[src/rtl/hwa_pkg.sv]
package hwa_pkg;
  localparam int unsigned LANES = 4;

  // Input lane delivered at stream position pos for a given order select.
  function automatic logic [1:0] lane_sel(input logic [1:0] ord, input logic [1:0] pos);
    logic [1:0] r;
    case (ord)
      2'd0:    r = 2'd3 - pos;
      2'd1:    r = pos;
      2'd2:    r = (pos == 2'd0) ? 2'd2 : (pos == 2'd1) ? 2'd3 : (pos == 2'd2) ? 2'd1 : 2'd0;
      default: r = (pos == 2'd0) ? 2'd1 : (pos == 2'd1) ? 2'd0 : (pos == 2'd2) ? 2'd3 : 2'd2;
    endcase
    return r;
  endfunction
endpackage

[src/rtl/hwa_cfg.sv]
module hwa_cfg #(
  parameter int LEN_W     = 64,
  parameter int GUARD_CYC = 2
) (
  input  logic             clk,
  input  logic             rst_n,
  input  logic             cfg_wr,
  input  logic [1:0]       cfg_order,
  input  logic [LEN_W-1:0] cfg_len_bits,
  input  logic             take,
  output logic             cfg_seen,
  output logic [1:0]       order_q,
  output logic             guard_busy,
  output logic             rem_zero,
  output logic [2:0]       take_n,
  output logic             take_last,
  output logic             zero_done
);
  localparam int BYTE_W = LEN_W - 3;
  localparam int GW     = $clog2(GUARD_CYC + 1);

  logic [BYTE_W-1:0] rem_q, rem_d;
  logic [GW-1:0]     grd_q, grd_d;
  logic              seen_d, zd_d;
  logic [1:0]        ord_d;
  logic              cfg_en;
  logic [2:0]        unused_lowbits;

  assign unused_lowbits = cfg_len_bits[2:0];
  assign cfg_en     = cfg_wr | take | (grd_q != '0) | zero_done;
  assign guard_busy = (grd_q != '0);
  assign rem_zero   = (rem_q == '0);
  assign take_last  = (rem_q <= BYTE_W'(4));
  assign take_n     = (rem_q >= BYTE_W'(4)) ? 3'd4 : rem_q[2:0];

  always_comb begin
    rem_d  = rem_q;
    grd_d  = grd_q;
    seen_d = cfg_seen;
    ord_d  = order_q;
    zd_d   = 1'b0;
    if (cfg_wr) begin
      seen_d = 1'b1;
      ord_d  = cfg_order;
      rem_d  = cfg_len_bits[LEN_W-1:3];
      grd_d  = GW'(GUARD_CYC);
      zd_d   = (cfg_len_bits[LEN_W-1:3] == '0);
    end else begin
      if (grd_q != '0) grd_d = grd_q - GW'(1);
      if (take)        rem_d = rem_q - BYTE_W'(take_n);
    end
  end

  always_ff @(posedge clk or negedge rst_n) begin
    if (!rst_n) begin
      rem_q     <= '0;
      grd_q     <= '0;
      cfg_seen  <= 1'b0;
      order_q   <= 2'd0;
      zero_done <= 1'b0;
    end else if (cfg_en) begin
      rem_q     <= rem_d;
      grd_q     <= grd_d;
      cfg_seen  <= seen_d;
      order_q   <= ord_d;
      zero_done <= zd_d;
    end
  end
endmodule

[src/rtl/hwa_lane_buf.sv]
module hwa_lane_buf
  import hwa_pkg::*;
#(
  parameter int NLANE = LANES
) (
  input  logic               clk,
  input  logic               rst_n,
  input  logic               load,
  input  logic [8*NLANE-1:0] load_word,
  input  logic [2:0]         load_n,
  input  logic               load_last,
  input  logic [1:0]         order,
  input  logic               byte_ready,
  output logic               empty,
  output logic               byte_valid,
  output logic [7:0]         byte_data,
  output logic               byte_last,
  output logic               last_fire
);
  logic [8*NLANE-1:0] perm, buf_q, buf_d;
  logic [2:0]         cnt_q, cnt_d;
  logic               last_q, last_d;
  logic               fire, buf_en;

  for (genvar p = 0; p < NLANE; p++) begin : g_perm
    assign perm[8*p +: 8] = load_word[8*lane_sel(order, 2'(p)) +: 8];
  end

  assign byte_valid = (cnt_q != 3'd0);
  assign empty      = ~byte_valid;
  assign byte_data  = buf_q[7:0];
  assign byte_last  = last_q & (cnt_q == 3'd1);
  assign fire       = byte_valid & byte_ready;
  assign last_fire  = fire & byte_last;
  assign buf_en     = load | fire;

  always_comb begin
    buf_d  = buf_q;
    cnt_d  = cnt_q;
    last_d = last_q;
    if (load) begin
      buf_d  = perm;
      cnt_d  = load_n;
      last_d = load_last;
    end else if (fire) begin
      buf_d  = buf_q >> 8;
      cnt_d  = cnt_q - 3'd1;
    end
  end

  always_ff @(posedge clk or negedge rst_n) begin
    if (!rst_n) begin
      buf_q  <= '0;
      cnt_q  <= 3'd0;
      last_q <= 1'b0;
    end else if (buf_en) begin
      buf_q  <= buf_d;
      cnt_q  <= cnt_d;
      last_q <= last_d;
    end
  end
endmodule

[src/rtl/hash_word_aligner.sv]
module hash_word_aligner #(
  parameter int LEN_W     = 64,
  parameter int GUARD_CYC = 2
) (
  input  logic             clk,
  input  logic             rst_n,
  input  logic             cfg_wr,
  input  logic [1:0]       cfg_order,
  input  logic [LEN_W-1:0] cfg_len_bits,
  input  logic             wd_valid,
  input  logic [31:0]      wd_data,
  output logic             wd_ready,
  output logic             byte_valid,
  output logic [7:0]       byte_data,
  output logic             byte_last,
  input  logic             byte_ready,
  output logic             msg_done,
  output logic             wr_err
);
  logic       cfg_seen, guard_busy, rem_zero, take_last, zero_done;
  logic [1:0] order_q;
  logic [2:0] take_n;
  logic       buf_empty, last_fire;
  logic       wd_take, discard, load;
  logic       err_q, done_q;

  assign wd_ready = ~cfg_wr & (~cfg_seen | (~guard_busy & (rem_zero | buf_empty)));
  assign wd_take  = wd_valid & wd_ready;
  assign discard  = ~cfg_seen | rem_zero;
  assign load     = wd_take & ~discard;

  hwa_cfg #(.LEN_W(LEN_W), .GUARD_CYC(GUARD_CYC)) u_cfg (
    .clk, .rst_n, .cfg_wr, .cfg_order, .cfg_len_bits,
    .take(load), .cfg_seen, .order_q, .guard_busy, .rem_zero,
    .take_n, .take_last, .zero_done
  );

  hwa_lane_buf u_buf (
    .clk, .rst_n, .load, .load_word(wd_data), .load_n(take_n),
    .load_last(take_last), .order(order_q), .byte_ready,
    .empty(buf_empty), .byte_valid, .byte_data, .byte_last, .last_fire
  );

  always_ff @(posedge clk or negedge rst_n) begin
    if (!rst_n) begin
      err_q  <= 1'b0;
      done_q <= 1'b0;
    end else begin
      err_q  <= wd_take & discard;
      done_q <= last_fire;
    end
  end

  assign wr_err   = err_q;
  assign msg_done = done_q | zero_done;
endmodule

[config.mk]
export PLATFORM = sky130hd
export DESIGN_NAME = hash_word_aligner
export DESIGN_NICKNAME = d
export VERILOG_FILES = /design/src/rtl/hwa_pkg.sv /design/src/rtl/hwa_cfg.sv /design/src/rtl/hwa_lane_buf.sv /design/src/rtl/hash_word_aligner.sv
export SDC_FILE = /design/constraint.sdc
export NUM_CORES = 1
export LEC_CHECK = 0
export BUFFER_PORTS_ARGS = -buffer_cell sky130_fd_sc_hd__buf_2
export CAP_MARGIN = 20
export CORE_MARGIN = 8
export CORE_UTILIZATION = 62
export DETAILED_ROUTE_END_ITERATION = 8
export GPL_TIMING_DRIVEN = 0
export PLACE_DENSITY_LB_ADDON = 0.1
export SLEW_MARGIN = 20
export SYNTH_ARGS = -nofsm -noshare
export SYNTH_HDL_FRONTEND = slang
export SYNTH_HIERARCHICAL = 1
export SYNTH_SLANG_ARGS = --single-unit
[constraint.sdc]
create_clock -name clk -period 5.7 [get_ports clk]
set_clock_uncertainty 0.2 [all_clocks]
set_input_delay 1.14 -clock clk [delete_from_list [all_inputs] [get_ports clk]]
set_output_delay 1.14 -clock clk [all_outputs]
set_load 0.005 [all_outputs]
==> impl_metrics.py <==
metrics = {
    "clock_network": {
        "cts.sinks": 105,
        "ctsHoldBuffers": 0,
        "postCtsSetupBuffers": 0,
        "clkLatencyLatePin_ns": 0.36,
        "clock_path_buffers": 2,
        "ctsHtreeMaxLevel": 3,
        "cts-root-buf": "clkbuf_16",
        "cts_resized": 0,
        "cts_tree": "yes",
        "cts_buffers": 9,
        "clk_pin_slew_ns": 0.07,
    },
    "global_route": {
        "track_usage_pct": 33.7,
        "grt_max_degree": 55,
        "grt_pass1_vias": 7419,
        "grt_overflow": 0,
        "grt_first_pass_wirelength_um": 39100,
        "grt_antenna_before_repair": 0,
    },
    "synth": {
        "yosysSeqAreaShare_pct": 36.7,
        "synth_cell_type_count": 72,
        "yosys_warnings": 6,
        "synth_top_area_cell": "dfrtp_1",
        "synthFlopType": "dfrtp_1",
        "synth_seq_cells": 105,
        "syn-cell-area_um2": 7160,
        "synth_fp_nets": 912,
        "async_reset_ff_share_pct": 100,
        "synth_cells": 799,
        "synth-edff-count": 0,
        "synth_top_area_share_pct": 36.7,
        "synth_area_leaders": "dfrtp_1 (37%), nand2_1 (6.4%), mux4_2 (5.0%)",
        "avgSynthCellArea_um2": 8.96,
    },
    "timing": {
        "slew_headroom_pct": 33.6,
        "finalSetupTns_ns": 0,
        "finalMaxSlewViolations": 0,
        "final_hold_viol_count": 0,
        "grt_setup_unrepaired": "no",
        "timing.final.setup_violations": 0,
        "finalCritPeriodShare_pct": 83.5,
        "post-route-min-period_ns": 4.76,
        "worst_pin_slew_ns": 0.987,
        "whs_ns": 0.319,
        "fmax_ghz": 0.210,
    },
    "final_layout": {
        "num_antenna_cells": 0,
        "nets": 1036,
        "final_cells": 1070,
        "nFillCells": 857,
        "layout-drive-gt1-share_pct": 22.4,
        "syn2layout_area_growth_pct": 14.9,
    },
    "status": {
        "status": "finished clean",
    },
    "floorplan": {
        "core_area_um2": 11300,
        "num_rows": 39,
        "die_h_um": 123,
        "initial_core_util_pct": 63.2,
        "die_x_um": 123,
        "fp.dieArea_um2": 15200,
        "ios": 116,
    },
    "worst_setup_path": {
        "crit_start": "u_cfg/rem_q[5]$_DFFE_PN0P_",
        "rr_worst_depth": 14,
        "cp_max_fo": 10,
        "arrival_ns": 4.76,
        "r2r_end": "u_cfg/rem_q[44]$_DFFE_PN0P_",
        "worstPathRequired_ns": 5.70,
        "critical_path_class": "register to register",
        "worstReg2RegStart": "u_cfg/rem_q[5]$_DFFE_PN0P_",
        "start_kind": "register",
        "ff2ff_setup_slack_ns": 0.94,
        "end_kind": "register",
    },
    "placed_design": {
        "io_buffers": 112,
        "placed_cells": 1055,
        "place.gp.congestion": 0.945,
        "dp_hpwl_um": 18400,
    },
    "drt": {
        "wl_met2_um": 11000,
        "first_iter_violations": 1050,
        "vias": 7438,
        "drt-met1-wl_um": 9720,
        "drc": 0,
        "dr.pass1.iters": 9,
        "postRouteWirelength_um": 25200,
        "ant_nets": 0,
        "viasPerCell": 6.95,
        "wl_met3_um": 3430,
        "highest_layer": "met4",
        "drt-wirelength-per-cell_um": 23.6,
    },
    "worst_hold_path": {
        "hold_class": "register to register",
        "hold_path_end": "wr_err$_DFF_PN0_",
        "whs_path_depth": 1,
        "hp-start": "u_cfg/cfg_seen$_DFFE_PN0P_",
    },
    "power": {
        "leakagePower_nw": 3.40,
        "vdd_drop_max_uv": 316,
        "power.density_nw_per_um2": 263,
    },
    "run": {
        "max-cap-violations": 0,
    },
}
-- through the flow --
stage	power [mW]	cell area, um2	setup WS, ns	utilization [%]
finish	2.16	8220	0.941	72.6
global route	2.26	8220	0.759	72.6
CTS	2.16	8220	1.13	72.6
detailed placement	1.52	7930	1.13	70.0
global placement	1.49	7900	1.24	69.7
floorplan	1.31	7160	2.10	-
-- flip-flops by register name, indices dropped and copies added (netlist names), 2 cells and up --
signal	flops
u_buf/cnt_q	3
u_cfg/rem_q	61
u_buf/buf_q	32
u_cfg/grd_q	2
u_cfg/order_q	2
-- final cells by class --
| class | instances | area, um2 | share of cell area, % |
|---|---|---|---|
| Multi-Input combinational cell | 622 | 4180 | 50.8 |
| Sequential cell | 105 | 2630 | 31.9 |
| Timing Repair Buffer | 113 | 594 | 7.23 |
| Buffer | 57 | 297 | 3.61 |
| Clock buffer | 10 | 239 | 2.91 |
| Tap cell | 143 | 179 | 2.18 |
| Clock inverter | 5 | 56.3 | 0.685 |
| Inverter | 15 | 56.3 | 0.685 |
-- power breakdown --
part / internal [mW] / switching, mW
Combinational: 0.276 / 0.322
Sequential: 0.845 / 0.0867
Clock: 0.350 / 0.281
Total: 1.47 / 0.689
-- synthesized netlist by cell type, drive strengths merged, types with 10 or more instances --
library cell and instances:
a31oi 16, a32oi 10, buf 32, clkbuf 25, dfrtp 105, ha 10
inv 15, mux2 15, mux2i 35, mux4 16, nand2 124, nand3 20
nand4 14, nor2 52, nor3 28, nor4 35, o211ai 14, o21ai 73
o31ai 10, or3 18, or4 18, xor2 12
-- logic make-up (layout without fill, tap and decap cells) --
| logic type | count (synthesis) | count (layout) | share of synthesized area (%) |
|---|---|---|---|
| other | 1 | 1 | 0.0524 |
| adder cells (fa/ha/maj) | 10 | 10 | 1.75 |
| XOR/XNOR | 18 | 18 | 2.20 |
| multiplexers | 66 | 66 | 12.3 |
| AO/OA/AOI/OAI | 180 | 180 | 16.6 |
| flip-flops | 105 | 105 | 36.7 |
| buffers and inverters | 72 | 200 | 4.93 |
| AND/OR/NAND/NOR | 347 | 347 | 25.4 |
-- worst max path at each step --
stage | to | slack [ns] | depth (start not counted)
after floorplan | u_cfg/rem_q[56]$_DFFE_PN0P_ | 2.10 | 13
after global placement | u_cfg/rem_q[44]$_DFFE_PN0P_ | 1.24 | 14
after detailed placement | u_cfg/rem_q[44]$_DFFE_PN0P_ | 1.13 | 14
after CTS | u_cfg/rem_q[44]$_DFFE_PN0P_ | 1.13 | 14
after global routing | u_cfg/rem_q[44]$_DFFE_PN0P_ | 0.76 | 14
final | u_cfg/rem_q[44]$_DFFE_PN0P_ | 0.94 | 14
-- worst max-delay path, cell delays in order (launching register included) --
cell and delay [ns]:
dfrtp_1 0.42, nor4_2 0.57, nand2b_1 0.24, or4_1 0.70, nor4_1 0.54, nand4bb_1 0.21, nor2_1 0.06, clkbuf_1 0.21
nand2b_1 0.33, nand2_1 0.12, nand2_1 0.38, or3_1 0.17, clkbuf_2 0.20, or4b_1 0.16, a31oi_1 0.10
-- cells in the final DEF (no fill, tap or decap), types with 14 or more instances in the layout --
cell / netlist / layout
or4_1: 18 / 18
nand3_1: 18 / 18
dfrtp_1: 105 / 105
inv_1: 14 / 14
nand2_1: 122 / 122
mux2i_1: 35 / 35
nor2_1: 50 / 50
clkbuf_1: 24 / 24
o21ai_0: 65 / 65
buf_2: 11 / 122
nor3_1: 28 / 28
mux4_2: 16 / 16
mux2_2: 15 / 15
nor4_1: 29 / 29
a31oi_1: 16 / 16
or3_1: 17 / 17
o211ai_1: 14 / 14
-- metal layers --
metal | vias to the layer above | GRT usage [%]
met5 | - | 0
met4 | 0 | 16.6
met3 | 103 | 12.4
met2 | 594 | 49.5
met1 | 3512 | 43.1
li1 | 3229 | -
(Power assumes the default switching activity.)
